### config.mk
export PLATFORM = sky130hd
export DESIGN_NAME = wr_strobe_qual
export DESIGN_NICKNAME = d
export VERILOG_FILES = /design/src/rtl/wr_strobe_qual.sv
export SDC_FILE = /design/constraint.sdc
export NUM_CORES = 1
export LEC_CHECK = 0
export BUFFER_PORTS_ARGS = -buffer_cell sky130_fd_sc_hd__buf_4
export CAP_MARGIN = 20
export CELL_PAD_IN_SITES_DETAIL_PLACEMENT = 0
export CELL_PAD_IN_SITES_GLOBAL_PLACEMENT = 2
export CORE_MARGIN = 8
export CORE_UTILIZATION = 25
export CTS_CLUSTER_SIZE = 14
export DETAILED_ROUTE_END_ITERATION = 10
export GPL_ROUTABILITY_DRIVEN = 1
export GPL_TIMING_DRIVEN = 0
export HOLD_SLACK_MARGIN = 0.08
export PLACE_DENSITY = 0.55
export RECOVER_POWER = 100
export SYNTH_ARGS = -nofsm -noshare
export SYNTH_HDL_FRONTEND = slang
export SYNTH_SLANG_ARGS = --single-unit
### constraint.sdc
create_clock -name clk -period 2.6 [get_ports clk]
set_input_delay 0 -clock clk [delete_from_list [all_inputs] [get_ports clk]]
set_output_delay 0 -clock clk [all_outputs]
set_load 0.01 [all_outputs]
### src/rtl/wr_strobe_qual.sv
module wr_strobe_qual #(
  parameter int AW       = 18,
  parameter int DW       = 8,
  parameter int MIN_LOW  = 4,
  parameter int LOCK_CYC = 2500000
) (
  input  logic          clk,
  input  logic          rst_n,
  input  logic          supply_ok,
  input  logic          ce_n,
  input  logic          we_n,
  input  logic          oe_n,
  input  logic [AW-1:0] addr_in,
  input  logic [DW-1:0] data_in,
  output logic          wr_valid,
  output logic [AW-1:0] wr_addr,
  output logic [DW-1:0] wr_data
);
  localparam int LW = $clog2(MIN_LOW + 1);
  localparam int KW = $clog2(LOCK_CYC + 1);

  logic [1:0]    ce_sy, we_sy, oe_sy, sup_sy;
  logic [AW-1:0] a_p1, a_p2, addr_lat;
  logic [DW-1:0] d_p1, d_p2;
  logic          act_q, ok;
  logic [LW-1:0] low_cnt;
  logic [KW-1:0] lock_cnt;

  wire act      = ~ce_sy[1] & ~we_sy[1];
  wire start    = act & ~act_q;
  wire rel      = ~act & act_q;
  wire unlocked = (lock_cnt == KW'(LOCK_CYC));
  wire accept   = rel & ok & (low_cnt == LW'(MIN_LOW));

  always_ff @(posedge clk or negedge rst_n) begin
    if (!rst_n) begin
      ce_sy  <= 2'b11;
      we_sy  <= 2'b11;
      oe_sy  <= 2'b11;
      sup_sy <= 2'b00;
      a_p1   <= '0;
      a_p2   <= '0;
      d_p1   <= '0;
      d_p2   <= '0;
    end else begin
      ce_sy  <= {ce_sy[0], ce_n};
      we_sy  <= {we_sy[0], we_n};
      oe_sy  <= {oe_sy[0], oe_n};
      sup_sy <= {sup_sy[0], supply_ok};
      a_p1   <= addr_in;
      a_p2   <= a_p1;
      d_p1   <= data_in;
      d_p2   <= d_p1;
    end
  end

  always_ff @(posedge clk or negedge rst_n) begin
    if (!rst_n)                          lock_cnt <= '0;
    else if (!sup_sy[1])                 lock_cnt <= '0;
    else if (!unlocked)                  lock_cnt <= lock_cnt + KW'(1);
  end

  always_ff @(posedge clk or negedge rst_n) begin
    if (!rst_n) begin
      act_q    <= 1'b0;
      low_cnt  <= '0;
      ok       <= 1'b0;
      addr_lat <= '0;
    end else begin
      act_q <= act;
      if (!act)                               low_cnt <= '0;
      else if (low_cnt != LW'(MIN_LOW))       low_cnt <= low_cnt + LW'(1);
      if (start) begin
        ok       <= oe_sy[1] & unlocked;
        addr_lat <= a_p2;
      end else if (act) begin
        ok <= ok & oe_sy[1] & unlocked;
      end
    end
  end

  always_ff @(posedge clk or negedge rst_n) begin
    if (!rst_n) begin
      wr_valid <= 1'b0;
      wr_addr  <= '0;
      wr_data  <= '0;
    end else begin
      wr_valid <= accept;
      if (accept) begin
        wr_addr <= addr_lat;
        wr_data <= d_p2;
      end
    end
  end
endmodule

== Word level (Yosys, flattened, before mapping) ==
Cells that the tools add are included.
W data, S select, Z words.
Cells by class
  add/subtract/negate cells: 2
  multiply operators: 0
  div/mod/pow operators: 0
  $lt $le $gt $ge: 0
  eq/ne operators: 5
  shifts and indexed selects: 0
  muxes and demuxes: 6
  bitwise logic cells: 12
  reductions and logical operators: 1
Operator list (number)
  $mux W22: 2
  $add A22 B1 Y22 const B: 1
  $eq A22 B22 Y1 const B: 1
  $and A1 B1 Y1: 8
  $mux W3: 2
  $not A1 Y1: 4
  $add A3 B1 Y3 const B: 1
  $eq A3 B3 Y1 const B: 1
  $ne A3 B3 Y1 const B: 1
  $mux W1: 2
  $ne A2 B1 Y1 const B: 1
  $ne A2 B2 Y1 const B: 1
  $reduce_bool A2 Y1: 1
Storage, ports and cells
  flip-flop bits (word level): 132
  bits in latches: 0
  RAM bits: 0
  ROM bits: 0
  input port bits: 32
  memories kept: 0

== Longest topological paths before layout ==
  depth in word-level cells: 6
  depth in mapped cells: 6

== Worst setup path after synthesis ==
No wires, ideal clock.
  kind: flip-flop to flip-flop
  from: register ce_sy[1]
  to: register wr_addr[10]
  library setup time: 0.125 ns
  data arrival time: 1.710 ns
  data required time: 2.475 ns
  slack: 0.765 ns
  cell stages (with the launch flop): 7
  buffers on the path: 2
  cells stage by stage: dfstp_2 -> or2_1 -> buf_2 -> inv_2 -> nor3_4 -> buf_2 -> mux2_2
Between the ends
  longest elaborated chain between the ends: 6
RTL lines
  start, declared: line 22  | logic [1:0] ce_sy, we_sy, oe_sy, sup_sy;
  start signal, assigned: line 46  | ce_sy <= {ce_sy[0], ce_n};
  $not A1 Y1: line 29  | wire act = ~ce_sy[1] & ~we_sy[1];
  $and A1 B1 Y1: line 29
  net act: line 29
  $not A1 Y1: line 31  | wire rel = ~act & act_q;
  $and A1 B1 Y1: line 31
  $and A1 B1 Y1 (2 in series): line 33  | wire accept = rel & ok & (low_cnt == LW'(MIN_LOW));
  end signal, assigned: line 90  | wr_addr <= addr_lat;
  end, declared: line 16  | output logic [AW-1:0] wr_addr,
The timed path passes the listed nets, and every way through them passes these cells.
A chain may end at the register's enable or synchronous reset.

== Worst setup path after layout ==
  from: register lock_cnt[0]
  to: register lock_cnt[2]
Between the ends
  longest elaborated chain between the ends: 3
RTL lines
  start, declared: line 27  | logic [KW-1:0] lock_cnt;
  start signal, assigned: line 60  | else if (!unlocked) lock_cnt <= lock_cnt + KW'(1);
  $add A22 B1 Y22: line 60
  $mux W22: line 60
  $mux W22: line 59  | else if (!sup_sy[1]) lock_cnt <= '0;
Parallel ways exist; a longest one is shown, timed or not. The select of a mux whose other input is x is not followed.

==> results by group <==
Outcome
  • Status: finished, violations left
  • Failing checks: capacitance limit, slew limit

Logic synthesis
  • Yosys cell types: 44
  • Avg Inst Size Synth: 15.27 sq um
  • Syn. warnings: 0
  • Top_reg_cell synth: dfrtp_1
  • Post-synth net total: roughly 340
  • Number of flops mapped to enable cells by yosys: 0
  • Synthesis-stage register bit count: roughly 130
  • Synthesized area: about 4600 sq um
  • Cells after Synth: 303
  • Seq/Total Area, Yosys: roughly 70%
  • Ys async rst share: 100.0%

STA
  • Clock skew: a little under 0.01 ns
  • Unrepaired setup endpoints after global routing: no
  • Tightest Pin Transition: ~1.7 ns
  • Fin crit share: between 80% and 90%
  • Min Tclk post-route: approximately 2.3 ns
  • Fin. Hold Viols: 0
  • Maximum clock rate: ~0.43 GHz
  • Final Max Slew Viols: between 40 and 50
  • Relative max-transition margin: -16.49%
  • Final setup vio count: 0
  • Setup_tns: 0 ns

Route
  • Drt total wl: 9202 microns
  • Vias: ~2800
  • Final ANT Viol Nets: 0
  • Wire per inst: 14.05 microns
  • TritonRoute pass-1 iters: 4
  • # DRC: 0
  • Post-DR vias/cell: between 4 and 5
  • 1st-iter DRT viols: roughly 160

Worst setup path
  • Maximum fanout along the worst path: 6
  • Worst-path cell chain: inv_1 -> ha_1 -> and3b_1 -> nand4_1 -> nor4_1 -> o22ai_1
  • RR Startpoint: lock_cnt[0]
  • Startpoint types: flop
  • Required @ worst endpoint: ~2.8 ns
  • Arrival @ worst endpoint: around 2.6 ns
  • Crit-path max cell delay: 0.97 ns
  • Slowest cell on the critical path: nor4_1
  • WS Path Type: flop to flop
  • Crit. Startpoint: lock_cnt[0]
  • Worst Setup End Kind: flop
  • Reg2Reg Setup Slack: 0.28 ns

GRT
  • Number of global-route vias before repair: roughly 3100
  • Antenna violations before repair: 0
  • Remaining global-route overflow: 0
  • Pin count of the biggest net entering global routing: slightly above 90
  • First-pass GRT wire length: approximately 16000 microns
  • Total global-route track usage: 8.799%

Floorplan
  • Die Span Y: 152.0 microns
  • Die width: approximately 150 microns
  • Initial cell density of the core: ~26%
  • Core area: between 15000 and 20000 sq um
  • Io pins: between 50 and 60
  • Die Footprint: about 23000 sq um
  • Row count: 49

Cells and area
  • Final std cells w/o fill: 655
  • Share of layout cells above drive strength 1: roughly 29%
  • Fillers: 1814
  • Final net count: ~450
  • Area Growth Syn to Fin: 32.56%
  • Diode count: 0

Pwr
  • Pleak: ~2.7 nW
  • PwrDens: 775.1 nW/um^2
  • VDD IR max: about 0.00043 V

Job
  • Max cap viols: 1

CTS
  • Insertion delay to the later sink of the worst-skew pair: roughly 0.4 ns
  • Root Buffer: clkbuf_16
  • Clock Tree Buf Depth: 2
  • Post-cts resize count: 0
  • TritonCTS clock tree: yes
  • H-tree depth: 4
  • Num CTS Buffers: 17
  • Postcts setup bufs: 0
  • Sink Count: ~130
  • CTS Hold Buffers Added: 32
  • CTS clock-pin slew for the worst setup and hold paths: approximately 0.060 ns

Place
  • Dpl cells: 591
  • Port Buffers: between 50 and 60
  • Post-DP HPWL: ~6000 microns
  • Global placer's final weighted congestion: ~0.7

Hold path
  • HP Class: primary input to flop
  • Hold path start: addr_in[12]
==> cell families (layout without fill, tap and decap cells) <==
family | Yosys count | count (layout) | synth area share, %
muxes | 47 | 47 | 11.36
and+or+nand+nor | 69 | 69 | 8.897
AOI/OAI and AO/OA | 22 | 22 | 2.948
DFF | 132 | 132 | 71.55
buffers and inverters | 18 | 141 | 2.082
adders and majority gates | 4 | 4 | 1.082
xor gates and xnor gates | 11 | 11 | 2.082
==> metrics by stage <==
| stage | utilization (%) | hold WS [ns] | setup WS (ns) | area, sq um | power, W |
|---|---|---|---|---|---|
| 6_report | 33.91 | 0.2460 | 0.2840 | 6133 | 0.004754 |
| 3_3_place_gp | 29.57 | 0.1100 | 0.3436 | 5349 | 0.002422 |
| 5_1_grt | 33.91 | 0.2277 | 0.1205 | 6133 | 0.004998 |
| 3_5_place_dp | 29.75 | -0.05897 | 0.3278 | 5380 | 0.002439 |
| 2_1_floorplan | - | -0.2956 | 0.7653 | 4627 | 0.002317 |
| 4_1_cts | 34.83 | 0.1042 | 0.3179 | 6300 | 0.004863 |
==> sequential cells by signal, indices dropped and copies added (netlist names), 2 cells and up <==
register and count:
a_p1 18, a_p2 18, addr_lat 18, ce_sy 2, d_p1 8, d_p2 8
lock_cnt 22, low_cnt 3, oe_sy 2, sup_sy 2, we_sy 2, wr_addr 18
wr_data 8
==> path summary, 6_finish.rpt <==
kind / endpoint / cells after the start
max in group asynchronous: wr_addr[15] / 3
min reg2reg: a_p2[3] / 0
min: a_p1[12] / 2
max reg2reg: lock_cnt[2] / 6
min in group asynchronous: wr_addr[0] / 3
max: lock_cnt[2] / 6
==> routing by layer <==
metal  track usage [%]  share of wire [%]  up-vias
li1                  -                  -     1284
met1             10.76                 46     1421
met2             13.34                 47       52
met3             3.715                5.1       10
met4             3.855                1.4        0
met5                 0                  0        -
==> cells in the mapped netlist, types with 2 or more instances <==
cell type | number | area [sq um]
a21oi_1 | 9 | 45.04
and3_1 | 3 | 18.77
buf_2 | 5 | 25.02
buf_6 | 3 | 33.78
dfrtp_1 | 126 | 3153
dfstp_2 | 6 | 157.7
ha_1 | 4 | 50.05
inv_1 | 7 | 26.28
mux2_2 | 43 | 484.2
mux2i_1 | 3 | 30.03
nand2_1 | 12 | 45.04
nand3_1 | 10 | 50.05
nand4_1 | 6 | 37.54
nor2_1 | 11 | 41.29
nor3_1 | 2 | 10.01
nor4_1 | 2 | 12.51
o21ai_0 | 2 | 10.01
o31ai_1 | 7 | 52.55
or2_1 | 2 | 12.51
or4_1 | 7 | 52.55
xnor2_1 | 3 | 26.28
xor2_1 | 8 | 70.07
==> placed cells by master, fill, tap and decap left out, drive strengths merged, types with 2 or more instances in the layout <==
cell type	synthesis	layout
dfrtp	126	126
buf	8	4
clkinvlp	0	2
mux2	44	44
nand3	11	11
ha	4	4
or4	7	7
o21ai	2	2
nor2	12	12
nor4	3	3
and4	2	2
or2	2	2
inv	8	10
nor3	3	3
clkbuf	1	86
xnor2	3	3
o31ai	7	7
a21oi	9	9
dfstp	6	6
xor2	8	8
mux2i	3	3
dlygate4sd3	0	31
nand4	7	7
nand2	13	13
and3	3	3
clkinv	1	6
==> critical path: cells and delay by family, from the launching register on <==
family          cells  cell delay, ns
compound gates      1            0.21
flops               1            0.45
buf+inv             1            0.11
fa+ha+maj           1            0.16
simple gates        3            1.22
==> where the power goes <==
group / switching, W / leakage [nW] / internal [W] / total [W]
clock network: 0.000888 / 0.289 / 0.00145 / 0.00233
logic: 0.0000949 / 0.779 / 0.000115 / 0.000210
registers: 0.0000433 / 1.65 / 0.00217 / 0.00221
total: 0.00103 / 2.72 / 0.00373 / 0.00475
==> cell type report <==
class | instances | area (sq um) | area share, %
plain buffers | 9 | 47.55 | 0.7752
clock buffers | 22 | 494.2 | 8.058
clock inverters | 10 | 95.09 | 1.550
inverters | 9 | 33.78 | 0.5508
multi-input cells | 153 | 1205 | 19.65
flip-flops and latches | 132 | 3311 | 53.98
well taps | 229 | 286.5 | 4.672
repair buffers | 91 | 660.6 | 10.77
Power figures use the tool's default switching activity.
